`src/rtl/dram_seq_pkg.sv`:
```
package dram_seq_pkg;

  typedef enum logic [2:0] {
    CMD_NOP = 3'd0,
    CMD_ACT = 3'd1,
    CMD_PRE = 3'd2,
    CMD_RD  = 3'd3,
    CMD_WR  = 3'd4
  } dram_cmd_e;

  typedef struct packed {
    logic is_open;
    logic act_ok;
    logic col_ok;
    logic pre_ok;
  } bank_flags_t;

endpackage

```
`src/rtl/dram_bank_track.sv`:
```
module dram_bank_track
  import dram_seq_pkg::*;
#(
  parameter int ROW_W = 14,
  parameter int T_RP  = 14,
  parameter int T_RCD = 14,
  parameter int T_RAS = 34
) (
  input  logic             clk_i,
  input  logic             rst_ni,
  input  logic             act_i,
  input  logic             pre_i,
  input  logic [ROW_W-1:0] row_i,
  output bank_flags_t      flags_o,
  output logic [ROW_W-1:0] row_o
);

  localparam int TMAX = (T_RAS > T_RP) ? ((T_RAS > T_RCD) ? T_RAS : T_RCD)
                                       : ((T_RP > T_RCD) ? T_RP : T_RCD);
  localparam int CW = $clog2(TMAX + 1);

  logic             open_q;
  logic [ROW_W-1:0] row_q;
  logic [CW-1:0]    rp_q, rcd_q, ras_q;

  // a load value of T-1 lets the dependent command appear exactly T cycles later
  always_ff @(posedge clk_i or negedge rst_ni) begin
    if (!rst_ni) begin
      open_q <= 1'b0;
      row_q  <= '0;
      rp_q   <= '0;
      rcd_q  <= '0;
      ras_q  <= '0;
    end else begin
      if (rp_q  != '0) rp_q  <= rp_q  - 1'b1;
      if (rcd_q != '0) rcd_q <= rcd_q - 1'b1;
      if (ras_q != '0) ras_q <= ras_q - 1'b1;
      if (act_i) begin
        open_q <= 1'b1;
        row_q  <= row_i;
        rcd_q  <= CW'(T_RCD - 1);
        ras_q  <= CW'(T_RAS - 1);
      end
      if (pre_i) begin
        open_q <= 1'b0;
        rp_q   <= CW'(T_RP - 1);
      end
    end
  end

  assign flags_o.is_open = open_q;
  assign flags_o.act_ok  = (rp_q == '0);
  assign flags_o.col_ok  = (rcd_q == '0);
  assign flags_o.pre_ok  = (ras_q == '0);
  assign row_o           = row_q;

endmodule

```
`src/rtl/dram_cmd_pick.sv`:
```
module dram_cmd_pick
  import dram_seq_pkg::*;
#(
  parameter int ROW_W = 14
) (
  input  logic             valid_i,
  input  logic             write_i,
  input  logic [ROW_W-1:0] row_i,
  input  bank_flags_t      flags_i,
  input  logic [ROW_W-1:0] open_row_i,
  output dram_cmd_e        cmd_o,
  output logic             col_go_o
);

  always_comb begin
    cmd_o    = CMD_NOP;
    col_go_o = 1'b0;
    if (valid_i) begin
      if (!flags_i.is_open) begin
        if (flags_i.act_ok) cmd_o = CMD_ACT;
      end else if (row_i == open_row_i) begin
        if (flags_i.col_ok) begin
          cmd_o    = write_i ? CMD_WR : CMD_RD;
          col_go_o = 1'b1;
        end
      end else if (flags_i.pre_ok) begin
        cmd_o = CMD_PRE;
      end
    end
  end

endmodule

```
`src/rtl/dram_rd_pipe.sv`:
```
module dram_rd_pipe #(
  parameter int TAG_W = 4,
  parameter int DEPTH = 14
) (
  input  logic             clk_i,
  input  logic             rst_ni,
  input  logic             valid_i,
  input  logic [TAG_W-1:0] tag_i,
  output logic             valid_o,
  output logic [TAG_W-1:0] tag_o
);

  logic             v_q [DEPTH];
  logic [TAG_W-1:0] t_q [DEPTH];

  always_ff @(posedge clk_i or negedge rst_ni) begin
    if (!rst_ni) begin
      for (int i = 0; i < DEPTH; i++) begin
        v_q[i] <= 1'b0;
        t_q[i] <= '0;
      end
    end else begin
      v_q[0] <= valid_i;
      t_q[0] <= tag_i;
      for (int i = 1; i < DEPTH; i++) begin
        v_q[i] <= v_q[i-1];
        t_q[i] <= t_q[i-1];
      end
    end
  end

  assign valid_o = v_q[DEPTH-1];
  assign tag_o   = t_q[DEPTH-1];

endmodule

```
`src/rtl/dram_cmd_seq.sv`:
```
module dram_cmd_seq
  import dram_seq_pkg::*;
#(
  parameter int NUM_BANKS = 4,
  parameter int ROW_W     = 14,
  parameter int COL_W     = 10,
  parameter int TAG_W     = 4,
  parameter int T_RP      = 14,
  parameter int T_RCD     = 14,
  parameter int T_CL      = 14,
  parameter int T_RAS     = 34,
  localparam int BANK_W   = $clog2(NUM_BANKS),
  localparam int ADDR_W   = (ROW_W > COL_W) ? ROW_W : COL_W
) (
  input  logic              clk_i,
  input  logic              rst_ni,
  input  logic              req_valid_i,
  output logic              req_ready_o,
  input  logic              req_write_i,
  input  logic [BANK_W-1:0] req_bank_i,
  input  logic [ROW_W-1:0]  req_row_i,
  input  logic [COL_W-1:0]  req_col_i,
  input  logic [TAG_W-1:0]  req_tag_i,
  output logic [2:0]        cmd_o,
  output logic [BANK_W-1:0] cmd_bank_o,
  output logic [ADDR_W-1:0] cmd_addr_o,
  output logic              rd_valid_o,
  output logic [TAG_W-1:0]  rd_tag_o
);

  bank_flags_t      flags    [NUM_BANKS];
  logic [ROW_W-1:0] open_row [NUM_BANKS];
  dram_cmd_e        pick_cmd;
  logic             col_go;

  for (genvar b = 0; b < NUM_BANKS; b++) begin : g_bank
    logic hit_bank;
    assign hit_bank = (req_bank_i == BANK_W'(b));

    dram_bank_track #(
      .ROW_W(ROW_W), .T_RP(T_RP), .T_RCD(T_RCD), .T_RAS(T_RAS)
    ) i_track (
      .clk_i   (clk_i),
      .rst_ni  (rst_ni),
      .act_i   (hit_bank && (pick_cmd == CMD_ACT)),
      .pre_i   (hit_bank && (pick_cmd == CMD_PRE)),
      .row_i   (req_row_i),
      .flags_o (flags[b]),
      .row_o   (open_row[b])
    );
  end

  dram_cmd_pick #(.ROW_W(ROW_W)) i_pick (
    .valid_i    (req_valid_i),
    .write_i    (req_write_i),
    .row_i      (req_row_i),
    .flags_i    (flags[req_bank_i]),
    .open_row_i (open_row[req_bank_i]),
    .cmd_o      (pick_cmd),
    .col_go_o   (col_go)
  );

  assign req_ready_o = col_go;

  dram_cmd_e         cmd_q;
  logic [BANK_W-1:0] bank_q;
  logic [ADDR_W-1:0] addr_q;
  logic [TAG_W-1:0]  tag_q;
  logic [ADDR_W-1:0] addr_d;

  always_comb begin
    unique case (pick_cmd)
      CMD_ACT:        addr_d = ADDR_W'(req_row_i);
      CMD_RD, CMD_WR: addr_d = ADDR_W'(req_col_i);
      default:        addr_d = '0;
    endcase
  end

  always_ff @(posedge clk_i or negedge rst_ni) begin
    if (!rst_ni) begin
      cmd_q  <= CMD_NOP;
      bank_q <= '0;
      addr_q <= '0;
      tag_q  <= '0;
    end else begin
      cmd_q  <= pick_cmd;
      bank_q <= (pick_cmd == CMD_NOP) ? '0 : req_bank_i;
      addr_q <= addr_d;
      tag_q  <= req_tag_i;
    end
  end

  assign cmd_o      = cmd_q;
  assign cmd_bank_o = bank_q;
  assign cmd_addr_o = addr_q;

  dram_rd_pipe #(.TAG_W(TAG_W), .DEPTH(T_CL)) i_rd_pipe (
    .clk_i   (clk_i),
    .rst_ni  (rst_ni),
    .valid_i (cmd_q == CMD_RD),
    .tag_i   (tag_q),
    .valid_o (rd_valid_o),
    .tag_o   (rd_tag_o)
  );

endmodule

```
`config.mk`:
```
export PLATFORM = sky130hd
export DESIGN_NAME = dram_cmd_seq
export DESIGN_NICKNAME = d
export VERILOG_FILES = /design/src/rtl/dram_seq_pkg.sv /design/src/rtl/dram_bank_track.sv /design/src/rtl/dram_cmd_pick.sv /design/src/rtl/dram_rd_pipe.sv /design/src/rtl/dram_cmd_seq.sv
export SDC_FILE = /design/constraint.sdc
export NUM_CORES = 1
export LEC_CHECK = 0
export BUFFER_PORTS_ARGS = -buffer_cell sky130_fd_sc_hd__buf_2
export CELL_PAD_IN_SITES_DETAIL_PLACEMENT = 1
export CELL_PAD_IN_SITES_GLOBAL_PLACEMENT = 1
export CORE_ASPECT_RATIO = 1.2
export CORE_MARGIN = 3
export CORE_UTILIZATION = 35
export CTS_CLUSTER_SIZE = 10
export DETAILED_ROUTE_END_ITERATION = 10
export PLACE_DENSITY = 0.61
export SETUP_SLACK_MARGIN = 0.05
export SLEW_MARGIN = 30
export SYNTH_ARGS = -nofsm -noshare
export SYNTH_HDL_FRONTEND = slang
export SYNTH_SLANG_ARGS = --single-unit
```
`constraint.sdc`:
```
create_clock -name clk_i -period 4.2 [get_ports clk_i]
set_input_delay 0.63 -clock clk_i [delete_from_list [all_inputs] [get_ports clk_i]]
set_output_delay 0.63 -clock clk_i [all_outputs]
set_load 0.01 [all_outputs]
```
# ---- After elaboration in Yosys (flattened, before gate mapping)
# Index checks and enable logic that the tools add are counted.
dict set report word_totals {
  ff_bits 225
  input_bits 34
  word_cells 177
}
dict set report classes {
  add_sub_neg 12
  order_cmp 1
  eq_ne 9
  mux 51
  n_bitwise 1
  n_reduce_logical 51
}
# cell count
set ops {}
lappend ops {{6-bit 2-to-1 mux} 24}
lappend ops {{6-bit zero test} 12}
lappend ops {{6-bit nonzero test} 12}
lappend ops {{6-bit by 1-bit subtractor with 6-bit output (second input constant)} 12}
lappend ops {{2-bit nonzero test} 16}
lappend ops {{14-bit binary-select mux with 2-bit select} 1}
lappend ops {{14-bit 2-to-1 mux} 2}
lappend ops {{14-bit one-hot mux with 2 select lines} 1}
lappend ops {{3-bit 2-to-1 mux} 5}
lappend ops {{14-bit equality test} 1}
lappend ops {{1-bit 2-to-1 mux} 13}
lappend ops {{3-bit by 2-bit equality test with 1-bit output (second input constant)} 3}
lappend ops {{4-bit binary-select mux with 2-bit select} 1}
lappend ops {{1-bit logical AND} 8}
lappend ops {{4-bit 2-to-1 mux} 2}
lappend ops {{2-bit equality test (second input constant)} 2}
lappend ops {{2-bit 2-to-1 mux} 2}
lappend ops {{3-bit by 1-bit equality test with 1-bit output (second input constant)} 1}
lappend ops {{3-bit equality test (second input constant)} 1}
lappend ops {{3-bit >= comparator (second input constant)} 1}
lappend ops {{3-bit zero test} 1}
lappend ops {{2-bit NOT with 3-bit output} 1}
lappend ops {{2-bit by 1-bit equality test with 1-bit output (second input constant)} 1}
lappend ops {{2-bit zero test} 1}
lappend ops {{2-bit OR reduction} 1}

# ---- Longest topological paths before layout
dict set report logic_depth {
  depth_word 12
  mapped_depth 10
  depth_no_buf 9
}

# ---- Modules after synthesis
# From an unflattened synthesis, not the netlist that was laid out.
dict set report hier_totals {
  hier_cells 732
  area_unflattened_um2 9734.3
}
# module n_inst cells_per_inst area_each_um2 seq_area_each_um2
set modules_own_cells {}
lappend modules_own_cells {dram_bank_track 4 131 1542.7 825.8}
lappend modules_own_cells {dram_rd_pipe 1 74 1781.7 1751.7}
lappend modules_own_cells {dram_cmd_seq 1 106 1579.0 575.6}
lappend modules_own_cells {dram_cmd_pick 1 28 202.7 0.0}

# ---- Worst setup path after synthesis
# No wires, ideal clock.
dict set report synth_path {
  path_type {input to output}
  start {input req_bank_i[0]}
  end {output req_ready_o}
  t_arrival_ns 2.356
  required_ns 3.570
  slack_ns 1.214
  path_stages 9
  n_path_buf 3
  cell_sequence {buf_6 buf_6 mux4_2 xnor2_1 nand4_1 nor2_4 nand3_2 inv_2 buf_4}
}
dict set report synth_between {
  elab_chain_cells 8
  word_cells_on_any_way 12
}
# element line_no
set synth_rtl {}
lappend synth_rtl {{start: declaration} dram_cmd_seq.sv:20} ;# input logic [BANK_W-1:0] req_bank_i,
lappend synth_rtl {{2-bit NOT with 3-bit output (not written as such) *} {dram_cmd_seq.sv:57, dram_cmd_seq.sv:58}}
lappend synth_rtl {{14-bit binary-select mux with 2-bit select / 4-bit binary-select mux with 2-bit select (equally long branches)} {dram_cmd_seq.sv:58, dram_cmd_seq.sv:57}}
lappend synth_rtl {{14-bit 2-to-1 mux (not written as such) / 4-bit 2-to-1 mux (equally long branches) (2 in a row)} {dram_cmd_seq.sv:58, dram_cmd_seq.sv:57}}
lappend synth_rtl {{14-bit equality test / 1-bit 2-to-1 mux (equally long branches)} {dram_cmd_pick.sv:21, dram_cmd_pick.sv:22}}
lappend synth_rtl {{1-bit 2-to-1 mux} dram_cmd_pick.sv:21} ;# end else if (row_i == open_row_i) begin
lappend synth_rtl {{1-bit 2-to-1 mux *} dram_cmd_pick.sv:19} ;# if (!flags_i.is_open) begin
lappend synth_rtl {{1-bit 2-to-1 mux *} dram_cmd_pick.sv:18} ;# if (valid_i) begin
lappend synth_rtl {{end: declaration} dram_cmd_seq.sv:18} ;# output logic req_ready_o,
# Every way passes the cells marked *; elsewhere a longest branch is shown, timed or not. The select of a mux whose other input is x is not followed.

# ---- Final worst setup path
# Same ends and word-level chain as after synthesis.

==> out/metrics.cfg <==
[sta]
clock_skew_ns=0.0115
tightest_slew_ns=0.858
max_freq_mhz=293
period_needed_ns=3.41
setup_tns_ns=0
slew_headroom_pct=42.5
hold_viol=0
setup_viol=0
rsz0062_at_grt=no
maxSlewViolCount=0
fin_crit_sh_pct=81.1

[clock_network]
h-tree-depth=1
cts_sinks=225
cts_max_path_buffers=3
cts_tree=done
cts_resized=0
cts_root_buf=clkbuf_16
cts_made_buffers=27
insertion_delay_ns=0.52
path_clk_slew_ns=0.05

[cells_and_area]
antenna_cells=0
nets=852
synthToLayoutAreaGrowth_pct=15.4
final_core_util_pct=41.7
ff_latch_area_um2=5630
layout-drive-gt1-share_pct=23.2
fillers=2705
multi_input_area_um2=3410

[routing]
met1_length_um=8900
wl_met3_um=629
drc_errors=0
dr.pass1.iters=4
top_layer_used=met4
via_per_inst=5.03
ant_nets=0
routed_wl_um=20400
dr_wl_met2_um=10500
wire_per_inst_um=18.0
num_vias=5690
drt-initial-drc-count=211

[critical_path]
path_class=in -> out
crit_path_frequent_cell=buf_2
cpMaxStageDelayCell=mux4_2
path_delay_family=buffers and inverters
r2r_start=g_bank[3].i_track.ras_q[0]
startpoint=req_bank_i[0]
path_buf_inv=3
worstPathRequired_ns=3.57
crit_path_max_fanout=15
regToRegSetupSlack_ns=1.04
cp.arrival_ns=2.78
r2r_end=g_bank[3].i_track.open_q
crit_path_end=req_ready_o
crit_chain=buf_2 -> mux4_2 -> xnor2_1 -> nand4_1 -> nor2_4 -> nand3_2 -> inv_2 -> buf_2
rr_worst_depth=8
worstSetupStartpointType=input pin
cp-end-kind=primary output
critical_path_depth=8
max_stage_delay_ns=0.59

[yosys]
postSynthCellCount=716
yosysSeqAreaShare_pct=60.2
synthArstFlopShare_pct=100
synth_warnings=0
ys_ff_latch=225
synth_nets=774
synth_ff_type=dfrtp_1
netlist_area_um2=9350
syn_avg_cell_area_um2=13.1
synth_cell_type_count=52
synth-edff-count=0

[global_routing]
grt_max_degree=117
grt_usage_pct=14.4
antenna_found_initial=0
grt_pass1_vias=6450
grt_overflow_total=0
grt_pass1_wl_um=33900

[place]
port_buffers=58
gp_congestion=0.755
dp.final_hpwl_um=13700

[power_and_ir_drop]
leakage_nw=5.04
irDropWorstVdd_v=0.000268
pwr_density_cell_nw_per_um2=571

[hold_path]
min_from=req_tag_i[0]
hold_path.class=in -> reg

[die]
die_y_um=185
start_util_pct=36.1
dieArea_um2=28700
rows=64
die_w_um=155
ios=59
core_um2=25900

[flow_run]
max_cap_viol_count=0

[outcome]
status=finished clean

[power breakdown]
group          internal [W]  switching (W)  total [W]
clock network       0.00116       0.000826    0.00199
logic              0.000611       0.000713    0.00132
registers           0.00255       0.000302    0.00285
[how the worst min path moves through the flow]
stage                              end  slack (ns)  cells past startpoint
finish                        tag_q[0]        0.22                      1
detailed placement   i_rd_pipe.t_q[37]        0.34                      0
CTS                           tag_q[3]        0.19                      1
global placement    i_rd_pipe.tag_o[2]        0.33                      0
floorplan                cmd_addr_o[0]        0.33                      0
global route                  tag_q[1]        0.19                      1
[cells in the mapped netlist, types with 2 or more instances]
library cell / count / area (um2)
xor2_1: 20 / 175
a211o_1: 3 / 26.3
a21o_1: 3 / 22.5
nor3_1: 33 / 165
o31ai_1: 2 / 15.0
nand3b_1: 2 / 15.0
mux2_4: 14 / 210
inv_1: 32 / 120
a31oi_1: 3 / 18.8
nor4_1: 2 / 12.5
o22ai_1: 2 / 12.5
dfrtp_1: 225 / 5630
ha_1: 24 / 300
a211oi_1: 10 / 75.1
a21oi_1: 24 / 120
a22o_1: 9 / 78.8
buf_6: 6 / 67.6
nand3_1: 19 / 95.1
nand4_1: 5 / 31.3
or3_1: 7 / 43.8
nor2_1: 42 / 158
o21ai_0: 8 / 40.0
nand2b_1: 5 / 31.3
o21bai_1: 4 / 30.0
and3_1: 7 / 43.8
nor2b_1: 4 / 25.0
mux2i_1: 4 / 40.0
mux4_2: 16 / 360
buf_2: 8 / 40.0
xnor2_1: 32 / 280
a2111oi_4: 3 / 82.6
or4_1: 5 / 37.5
buf_4: 6 / 45.0
and2_1: 7 / 43.8
nor3b_1: 5 / 37.5
mux2_1: 2 / 22.5
clkbuf_1: 6 / 22.5
nand2_1: 54 / 203
mux2_2: 40 / 450
[final cells by class]
class,instances,share of cell area (%)
multi-input combinational,431,31.6
tap,330,3.83
clock buffer,32,6.53
sequential,225,52.2
clock inverter,4,0.220
timing repair buffer,75,4.41
inverter,34,1.18
[what timing repair did]
action,4_1_cts,5_1_grt
hold buffers,0,1
hold endpoints to repair,0,32
buffers inserted,0,0
[cells by family after synthesis]
logic type,after synthesis,share of synthesized area (%)
mux,76,11.6
compound gates,75,6.01
buf+inv,60,3.24
simple gates,204,10.8
flops,225,60.2
xor+xnor,52,4.87
fa+ha+maj,24,3.21
[cell usage in the layout (no fill, tap or decap), types with 7 or more instances in the layout]
| cell type | instances |
|---|---|
| and2_1 | 7 |
| nand2_1 | 54 |
| buf_4 | 13 |
| dfrtp_1 | 225 |
| xor2_1 | 20 |
| mux2_4 | 14 |
| mux2_2 | 40 |
| xnor2_1 | 32 |
| buf_2 | 57 |
| or3_1 | 7 |
| and3_1 | 7 |
| o21ai_0 | 8 |
| nand3_1 | 19 |
| ha_1 | 24 |
| a21oi_1 | 24 |
| inv_1 | 32 |
| clkbuf_16 | 27 |
| mux4_2 | 16 |
| a22o_1 | 9 |
| nor3_1 | 33 |
| a211oi_1 | 10 |
| nor2_1 | 42 |
[per-stage QoR]
step / power [W] / hold WS, ns / setup WS, ns / area [um2] / instances
after floorplan: 0.00380 / 0.331 / 1.21 / 9350 / 716
after detailed placement: 0.00421 / 0.336 / 0.747 / 10000 / 1093
after global placement: 0.00405 / 0.332 / 0.792 / 10000 / 1093
after CTS: 0.00626 / 0.187 / 0.742 / 10800 / 1129
after global routing: 0.00658 / 0.192 / 0.567 / 10800 / 1131
final: 0.00616 / 0.220 / 0.792 / 10800 / 1131
[state kept, by name, summed over array words and instances (netlist names), 13 cells and up]
register	cells
i_rd_pipe.t_q	52
g_bank.i_track.ras_q	24
g_bank.i_track.row_o	56
i_rd_pipe.v_q	13
g_bank.i_track.rp_q	24
g_bank.i_track.rcd_q	24
cmd_addr_o	14
[metal layers]
layer	vias to the layer above	track usage, %
li1	2611	-
met1	2990	19.0
met2	65	25.2
met3	24	2.17
met4	0	3.64
met5	-	0
Note: power is estimated with default switching activity, not from simulation.
